[src/rtl/vsb_pkg.sv]
package vsb_pkg;

    localparam int NUM_CH = 3;

    // level select driven to each channel's current source
    typedef enum logic [1:0] {
        LVL_VIDEO = 2'b00,
        LVL_BLANK = 2'b01,
        LVL_SYNC  = 2'b10,
        LVL_TRI   = 2'b11
    } lvl_e;

    // per-pixel control bits as carried through the delay line
    typedef struct packed {
        logic sync;
        logic blank;
        logic tri_n;
    } ctl_t;

    localparam int CTL_W = $bits(ctl_t);

    localparam ctl_t CTL_RESET = '{sync: 1'b0, blank: 1'b1, tri_n: 1'b1};

endpackage

[src/rtl/vsb_delay_line.sv]
module vsb_delay_line #(
    parameter int             W       = 8,
    parameter int             DEPTH   = 4,
    parameter logic [W-1:0]   RST_VAL = '0
) (
    input  logic         clk,
    input  logic         rst_n,
    input  logic         ld,
    input  logic [W-1:0] din,
    output logic [W-1:0] dout
);

    localparam int LAST = DEPTH - 1;

    typedef struct packed {
        logic [DEPTH-1:0][W-1:0] stg;
    } line_t;

    line_t st_d, st_q;

    always_comb begin
        st_d = st_q;
        // first stage is the capture stage, qualified by the load strobe
        if (ld) begin
            st_d.stg[0] = din;
        end
        for (int i = 1; i < DEPTH; i++) begin
            st_d.stg[i] = st_q.stg[i-1];
        end
        if (!rst_n) begin
            for (int i = 0; i < DEPTH; i++) begin
                st_d.stg[i] = RST_VAL;
            end
        end
    end

    always_ff @(posedge clk) begin
        st_q <= st_d;
    end

    assign dout = st_q.stg[LAST];

    // a qualified edge places the input sample in the capture stage
    a_r1_capture: assert property (@(posedge clk) disable iff (!rst_n)
        ld |=> (st_q.stg[0] == $past(din)));

    // an unqualified edge leaves the capture stage untouched
    a_r9_hold: assert property (@(posedge clk) disable iff (!rst_n)
        (!ld && rst_n) |=> $stable(st_q.stg[0]));

    // every stage beyond capture advances unconditionally
    a_r1_advance: assert property (@(posedge clk) disable iff (!rst_n)
        rst_n |=> (st_q.stg[1] == $past(st_q.stg[0])));

endmodule

[src/rtl/vsb_level_dec.sv]
module vsb_level_dec
    import vsb_pkg::*;
(
    input  ctl_t  ctl,
    input  logic  ch_sync_en,
    input  logic  tri_en,
    output lvl_e  lvl
);

    logic tri_hit;
    logic sync_hit;

    always_comb begin
        tri_hit  = tri_en && !ctl.tri_n && ch_sync_en;
        sync_hit = ctl.sync && ch_sync_en;
        if (tri_hit) begin
            lvl = LVL_TRI;
        end else if (sync_hit) begin
            lvl = LVL_SYNC;
        end else if (ctl.blank) begin
            lvl = LVL_BLANK;
        end else begin
            lvl = LVL_VIDEO;
        end
    end

    // a disabled channel never leaves the video/blank pair
    always_comb begin
        a_r4_gate: assert (ch_sync_en || (lvl == LVL_VIDEO) || (lvl == LVL_BLANK));
    end

endmodule

[src/rtl/vsb_ctrl.sv]
module vsb_ctrl
    import vsb_pkg::*;
#(
    parameter int DW    = 8,
    parameter int DEPTH = 4
) (
    input  logic          clk,
    input  logic          rst_n,
    input  logic          load_en,
    input  logic          sync_i,
    input  logic          blank_i,
    input  logic          tri_n_i,
    input  logic [DW-1:0] pix_r_i,
    input  logic [DW-1:0] pix_g_i,
    input  logic [DW-1:0] pix_b_i,
    input  logic          cfg_sync_en_r,
    input  logic          cfg_sync_en_g,
    input  logic          cfg_sync_en_b,
    input  logic          cfg_tri_en,
    output logic [DW-1:0] pix_r_o,
    output logic [DW-1:0] pix_g_o,
    output logic [DW-1:0] pix_b_o,
    output logic [1:0]    lvl_r_o,
    output logic [1:0]    lvl_g_o,
    output logic [1:0]    lvl_b_o,
    output logic          sync_o
);

    localparam int PIX_W  = NUM_CH * DW;
    localparam int LINE_W = CTL_W + PIX_W;
    localparam logic [LINE_W-1:0] LINE_RST = {CTL_RESET, {PIX_W{1'b0}}};

    ctl_t                      ctl_in;
    ctl_t                      ctl_out;
    logic [NUM_CH-1:0][DW-1:0] pix_in;
    logic [NUM_CH-1:0][DW-1:0] pix_out;
    logic [NUM_CH-1:0]         ch_en;
    lvl_e                      lvl [NUM_CH];
    logic [LINE_W-1:0]         line_in;
    logic [LINE_W-1:0]         line_out;

    always_comb begin
        ctl_in.sync  = sync_i;
        ctl_in.blank = blank_i;
        ctl_in.tri_n = tri_n_i;
        pix_in[0]    = pix_r_i;
        pix_in[1]    = pix_g_i;
        pix_in[2]    = pix_b_i;
        ch_en        = {cfg_sync_en_b, cfg_sync_en_g, cfg_sync_en_r};
        line_in      = {ctl_in, pix_in};
    end

    // controls and pixels share one line so their delays cannot diverge
    vsb_delay_line #(
        .W       (LINE_W),
        .DEPTH   (DEPTH),
        .RST_VAL (LINE_RST)
    ) u_line (
        .clk   (clk),
        .rst_n (rst_n),
        .ld    (load_en),
        .din   (line_in),
        .dout  (line_out)
    );

    always_comb begin
        ctl_out = ctl_t'(line_out[LINE_W-1 -: CTL_W]);
        pix_out = line_out[PIX_W-1:0];
    end

    for (genvar c = 0; c < NUM_CH; c++) begin : g_ch
        vsb_level_dec u_dec (
            .ctl        (ctl_out),
            .ch_sync_en (ch_en[c]),
            .tri_en     (cfg_tri_en),
            .lvl        (lvl[c])
        );
    end

    assign pix_r_o = pix_out[0];
    assign pix_g_o = pix_out[1];
    assign pix_b_o = pix_out[2];
    assign lvl_r_o = lvl[0];
    assign lvl_g_o = lvl[1];
    assign lvl_b_o = lvl[2];
    assign sync_o  = ctl_out.sync;

    // a sync code on any channel implies the digital sync is active
    a_r4_sync_agrees: assert property (@(posedge clk) disable iff (!rst_n)
        ((lvl_r_o == 2'b10) || (lvl_g_o == 2'b10) || (lvl_b_o == 2'b10)) |-> sync_o);

    // with no channel enabled only video and blank codes appear
    a_r5_all_off: assert property (@(posedge clk) disable iff (!rst_n)
        (!cfg_sync_en_r && !cfg_sync_en_g && !cfg_sync_en_b) |->
        (!lvl_r_o[1] && !lvl_g_o[1] && !lvl_b_o[1]));

    // tri-level needs the global enable
    a_r7_tri_gate: assert property (@(posedge clk) disable iff (!rst_n)
        !cfg_tri_en |-> ((lvl_r_o != 2'b11) && (lvl_g_o != 2'b11) && (lvl_b_o != 2'b11)));

    // one reset edge leaves blank levels and no sync at the outputs
    a_r11_reset: assert property (@(posedge clk)
        !rst_n |=> ((lvl_r_o == 2'b01) && (lvl_g_o == 2'b01) && (lvl_b_o == 2'b01)
                    && !sync_o && (pix_g_o == '0)));

endmodule

[config.mk]
export PLATFORM = sky130hd
export DESIGN_NAME = vsb_ctrl
export DESIGN_NICKNAME = d
export VERILOG_FILES = /design/src/rtl/vsb_pkg.sv /design/src/rtl/vsb_delay_line.sv /design/src/rtl/vsb_level_dec.sv /design/src/rtl/vsb_ctrl.sv
export SDC_FILE = /design/constraint.sdc
export NUM_CORES = 1
export LEC_CHECK = 0
export ABC_CLOCK_PERIOD_IN_PS = 1000
export BUFFER_PORTS_ARGS = -buffer_cell sky130_fd_sc_hd__buf_2
export CORE_MARGIN = 4
export CORE_UTILIZATION = 54
export CTS_CLUSTER_SIZE = 14
export DETAILED_ROUTE_END_ITERATION = 7
export PLACE_DENSITY = 0.78
export SYNTH_ARGS = -nofsm -noshare
export SYNTH_HDL_FRONTEND = slang
export SYNTH_SLANG_ARGS = --single-unit
[constraint.sdc]
create_clock -name clk -period 1 [get_ports clk]
set_clock_uncertainty 0.05 [all_clocks]
set_input_delay 0.1 -clock clk [delete_from_list [all_inputs] [get_ports clk]]
set_output_delay 0.1 -clock clk [all_outputs]
set_load 0.02 [all_outputs]
# Word level (Yosys, flattened, before mapping)
# Index checks and enable logic that the tools add are counted.
# W data, S select, Z words.
[totals]
elab_cells = 19
out_inout_bits = 31
inputBits = 34
ff_bits = 108
[op_classes]
reduce_logical = 8
n_mux = 7
[ops]
columns = ["operator", "n"]
rows = [
  ["$mux W2", 6],
  ["$logic_and A1 B1 Y1", 7],
  ["$logic_not A1 Y1", 1],
  ["$mux W1", 1],
]

# Logic depth before layout (Yosys ltp)
[logic_depth]
depth_word = 4
mapped_depth = 4
depth_no_buf = 2

# Cells and area by module
# A second synthesis with hierarchy kept.
[hier_totals]
hier_cells = 296
area_unflattened_um2 = 3485.8
[modules_own_cells]
columns = ["module", "instances", "cells_each", "area_per_inst_um2", "seq_area_each_um2"]
rows = [
  ["vsb_delay_line", 1, 284, 3407.0, 2162.1],
  ["vsb_level_dec", 3, 4, 26.3, 0.0],
]

# Worst setup path before layout
# OpenSTA, ideal clock, no wires.
[synth_path]
kind = "reg2out"
start = "register u_line.st_q (netlist bit u_line.dout[26])"
end = "output lvl_r_o[0]"
arrival_ps = 884
required_ps = 850
path_buffers = 0
path_slack_ps = -34
path_stages_with_launch = 3
cell_sequence = "dfxtp_1 > nand2_1 > a22o_1"
[synth_between]
elab_chain_cells = 3
[synth_rtl]
columns = ["element", "line_no", "text"]
rows = [
  ["from (decl)", "vsb_delay_line.sv:19", "line_t st_d, st_q;"],
  ["from (signal assigned)", "vsb_delay_line.sv:38", "st_q <= st_d;"],
  ["$logic_and A1 B1 Y1", "vsb_level_dec.sv:15", "sync_hit = ctl.sync && ch_sync_en;"],
  ["$mux W2", "vsb_level_dec.sv:18", "end else if (sync_hit) begin"],
  ["$mux W2", "vsb_level_dec.sv:16", "if (tri_hit) begin"],
  ["to (decl)", "vsb_ctrl.sv:23", "output logic [1:0] lvl_r_o,"],
]
# Every way passes these cells.

# Final worst setup path
[layout_path]
start = "register u_line.st_q (netlist bit u_line.dout[24])"
end = "output lvl_b_o[0]"
[layout_between]
elab_chain_cells = 4
[layout_rtl]
columns = ["element", "line_no", "text"]
rows = [
  ["$logic_not A1 Y1", "vsb_level_dec.sv:14", "tri_hit = tri_en && !ctl.tri_n && ch_sync_en;"],
  ["$logic_and A1 B1 Y1 (2 in a row)", "vsb_level_dec.sv:14", ""],
  ["$mux W2", "vsb_level_dec.sv:16", ""],
  ["to (decl)", "vsb_ctrl.sv:25", "output logic [1:0] lvl_b_o,"],
]
# Every way passes these cells.

==> flow_summary.ini <==
[clocking]
clockBufferDepth = 2
root_buffer = clkbuf_8
cts.sinks = 108
cts.clk_slew.worst_paths_ns = 0.10
cts_setup_buffers = 0
numCtsBuffers = 9
h-tree-depth = 3
cts_tree = built
clkLatencyLatePin_ns = 0.35

[setup_path]
slowest_delay_ns = 0.34
worst-path-max-fanout = 6
endpoint_kind = output port
crit_chain = nor2b_4 > a22o_1 > buf_6
arrival_ns = 1.13
start_kind = flop
critPathKind = reg -> out
cp_slowest_cell = dfxtp_2
crit_required_ns = 0.85

[power_and_ir_drop]
pwr_density_cell_mw_per_mm2 = 1770
peakVddDrop_mv = 0.991
p_total_mw = 7.54
p_leak_nw = 1.92

[floorplanning]
io_pins = 65
die_w_um = 88.3
fp.dieH_um = 88.3
core_region_area_mm2 = 0.00610
rows = 28
dieArea_mm2 = 0.00779
initial_core_util = 0.571

[job]
cap_violations = 0

[drt]
ant_nets = 0
vias_per_cell = 4.38
drc_errors = 0
wire_per_inst_um = 11.3
dr.pass1.iters = 2
drt_iter0_drc = 34
via_count = 1904
wirelength_mm = 4.90

[place]
post-dp-hpwl_mm = 3.02
gp_congestion = 0.665
port_buffers = 64
pre_cts_slack_ns = -0.103
place_area_mm2 = 0.00367

[sta]
period_share = 1.28
drv_slew = 0
hold-worst-slack_ns = 0.0204
layout_min_cycle_time_ns = 1.28
hold_viol = 0
setup_viol = 6
fmax_ghz = 0.782
slew_headroom = 0.826
rsz0062_at_grt = true
setup_ws_ns = -0.279
worst_slew_pin_slew_ns = 0.261

[synthesis]
synth_cell_types = 15
syn_area_per_cell_um2 = 12.0
synthesis.nets = 325
ys_ff_latch = 108
syn_area_mm2 = 0.00348
yosysWarnings = 0
synth_cells = 291
yosysSeqAreaShare = 0.622

[global_routing]
antenna_found_initial = 0
grt_util_all_layers = 0.134
grt_pass1_wl_mm = 7.96
grt_pass1_vias = 1761
grtUsageMet2 = 0.221
grt_util_met1 = 0.160
grt_busiest_layer = met2
grt_max_degree = 53
grt_remaining_overflow = 0
grt.met3_usage = 0.0335

[finish]
fillers = 459
drive_gt1_frac = 0.278
fin_area_mm2 = 0.00425
nNetsFinal = 389
area_growth_pct = 22.3
mostFrequentLayoutCells = dfxtp_1 (95), and2_1 (75), buf_2 (36)
layout_commonest_cell = dfxtp_1
diodes = 0

[min_path]
hold_class = in -> reg

[outcome]
violations = negative setup slack
status = finished, violations left
-- cell type report --
| class | count | area [um2] | share of cell area |
|---|---|---|---|
| Sequential cell | 108 | 2180 | 0.513 |
| Multi-Input combinational cell | 145 | 1020 | 0.241 |
| Timing Repair Buffer | 91 | 757 | 0.178 |
| Clock buffer | 10 | 128 | 0.0300 |
| Tap cell | 75 | 93.8 | 0.0221 |
| Clock inverter | 6 | 70.1 | 0.0165 |
-- layer usage --
metal | share of wire | routed length, um
met1 | 0.44 | 2170
met2 | 0.48 | 2360
met3 | 0.058 | 282
met4 | 0.018 | 88
met5 | 0 | 0
-- cells in the mapped netlist --
cell type / number / area share
buf_4: 24 / 0.052
buf_2: 4 / 0.0058
mux2i_1: 27 / 0.078
buf_6: 4 / 0.013
nand2b_1: 6 / 0.011
o21a_1: 3 / 0.0065
and2b_2: 2 / 0.0050
a22o_1: 3 / 0.0076
nor2b_1: 21 / 0.038
and2b_1: 3 / 0.0065
and2_1: 75 / 0.13
nand2_1: 5 / 0.0054
dfxtp_1: 108 / 0.62
clkbuf_1: 4 / 0.0043
buf_12: 2 / 0.012
-- power by group --
group / switching, mW / internal, mW
Sequential: 0.0450 / 4.44
Clock: 1.39 / 1.18
Combinational: 0.194 / 0.285
Total: 1.63 / 5.91
-- critical path: cells and delay by family, from the launching register on --
kind            cells  cell delay [ns]
compound gates      1             0.18
buf+inv             1             0.12
flops               1             0.34
simple gates        1             0.16
-- flip-flops by register name (all words and copies together), names as in the netlist --
name,cells
u_line.dout,27
u_line.st_q,81
-- cells by family after synthesis --
logic type      after synthesis  share of synthesized area
simple gates                112                      0.200
buf+inv                      38                     0.0863
mux                          27                     0.0777
flops                       108                      0.622
compound gates                6                     0.0140
-- per-stage QoR --
stage | setup TNS [ns] | util | std cells
floorplan | 0 | - | 291
global placement | -0.143 | 0.602 | 397
detailed placement | -0.409 | 0.602 | 397
CTS | -1.79 | 0.684 | 435
global route | -2.11 | 0.698 | 435
finish | -1.60 | 0.698 | 435
-- repair_timing --
action | CTS | global route
pin swaps | 6 | 1
hold buffers | 22 | 0
hold endpoints to repair | 22 | 0
gates resized for setup | 29 | 33
setup endpoints to repair | 16 | 25
gates cloned | 0 | 0
-- worst paths after layout --
path | startpoint | endpoint | slack (ns) | depth (start not counted)
worst max-delay path | u_line.dout[24]$_SDFF_PN1_ | lvl_b_o[0] | -0.28 | 3
worst min-delay path | pix_r_i[4] | u_line.st_q[4]$_SDFFE_PN0P_ | 0.02 | 3
worst max register to register | u_line.st_q[5]$_SDFFE_PN0P_ | u_line.st_q[5]$_SDFFE_PN0P_ | 0.21 | 2
worst min register to register | u_line.st_q[79]$_SDFF_PN1_ | u_line.dout[25]$_SDFF_PN1_ | 0.36 | 1
(Power assumes the default switching activity.)
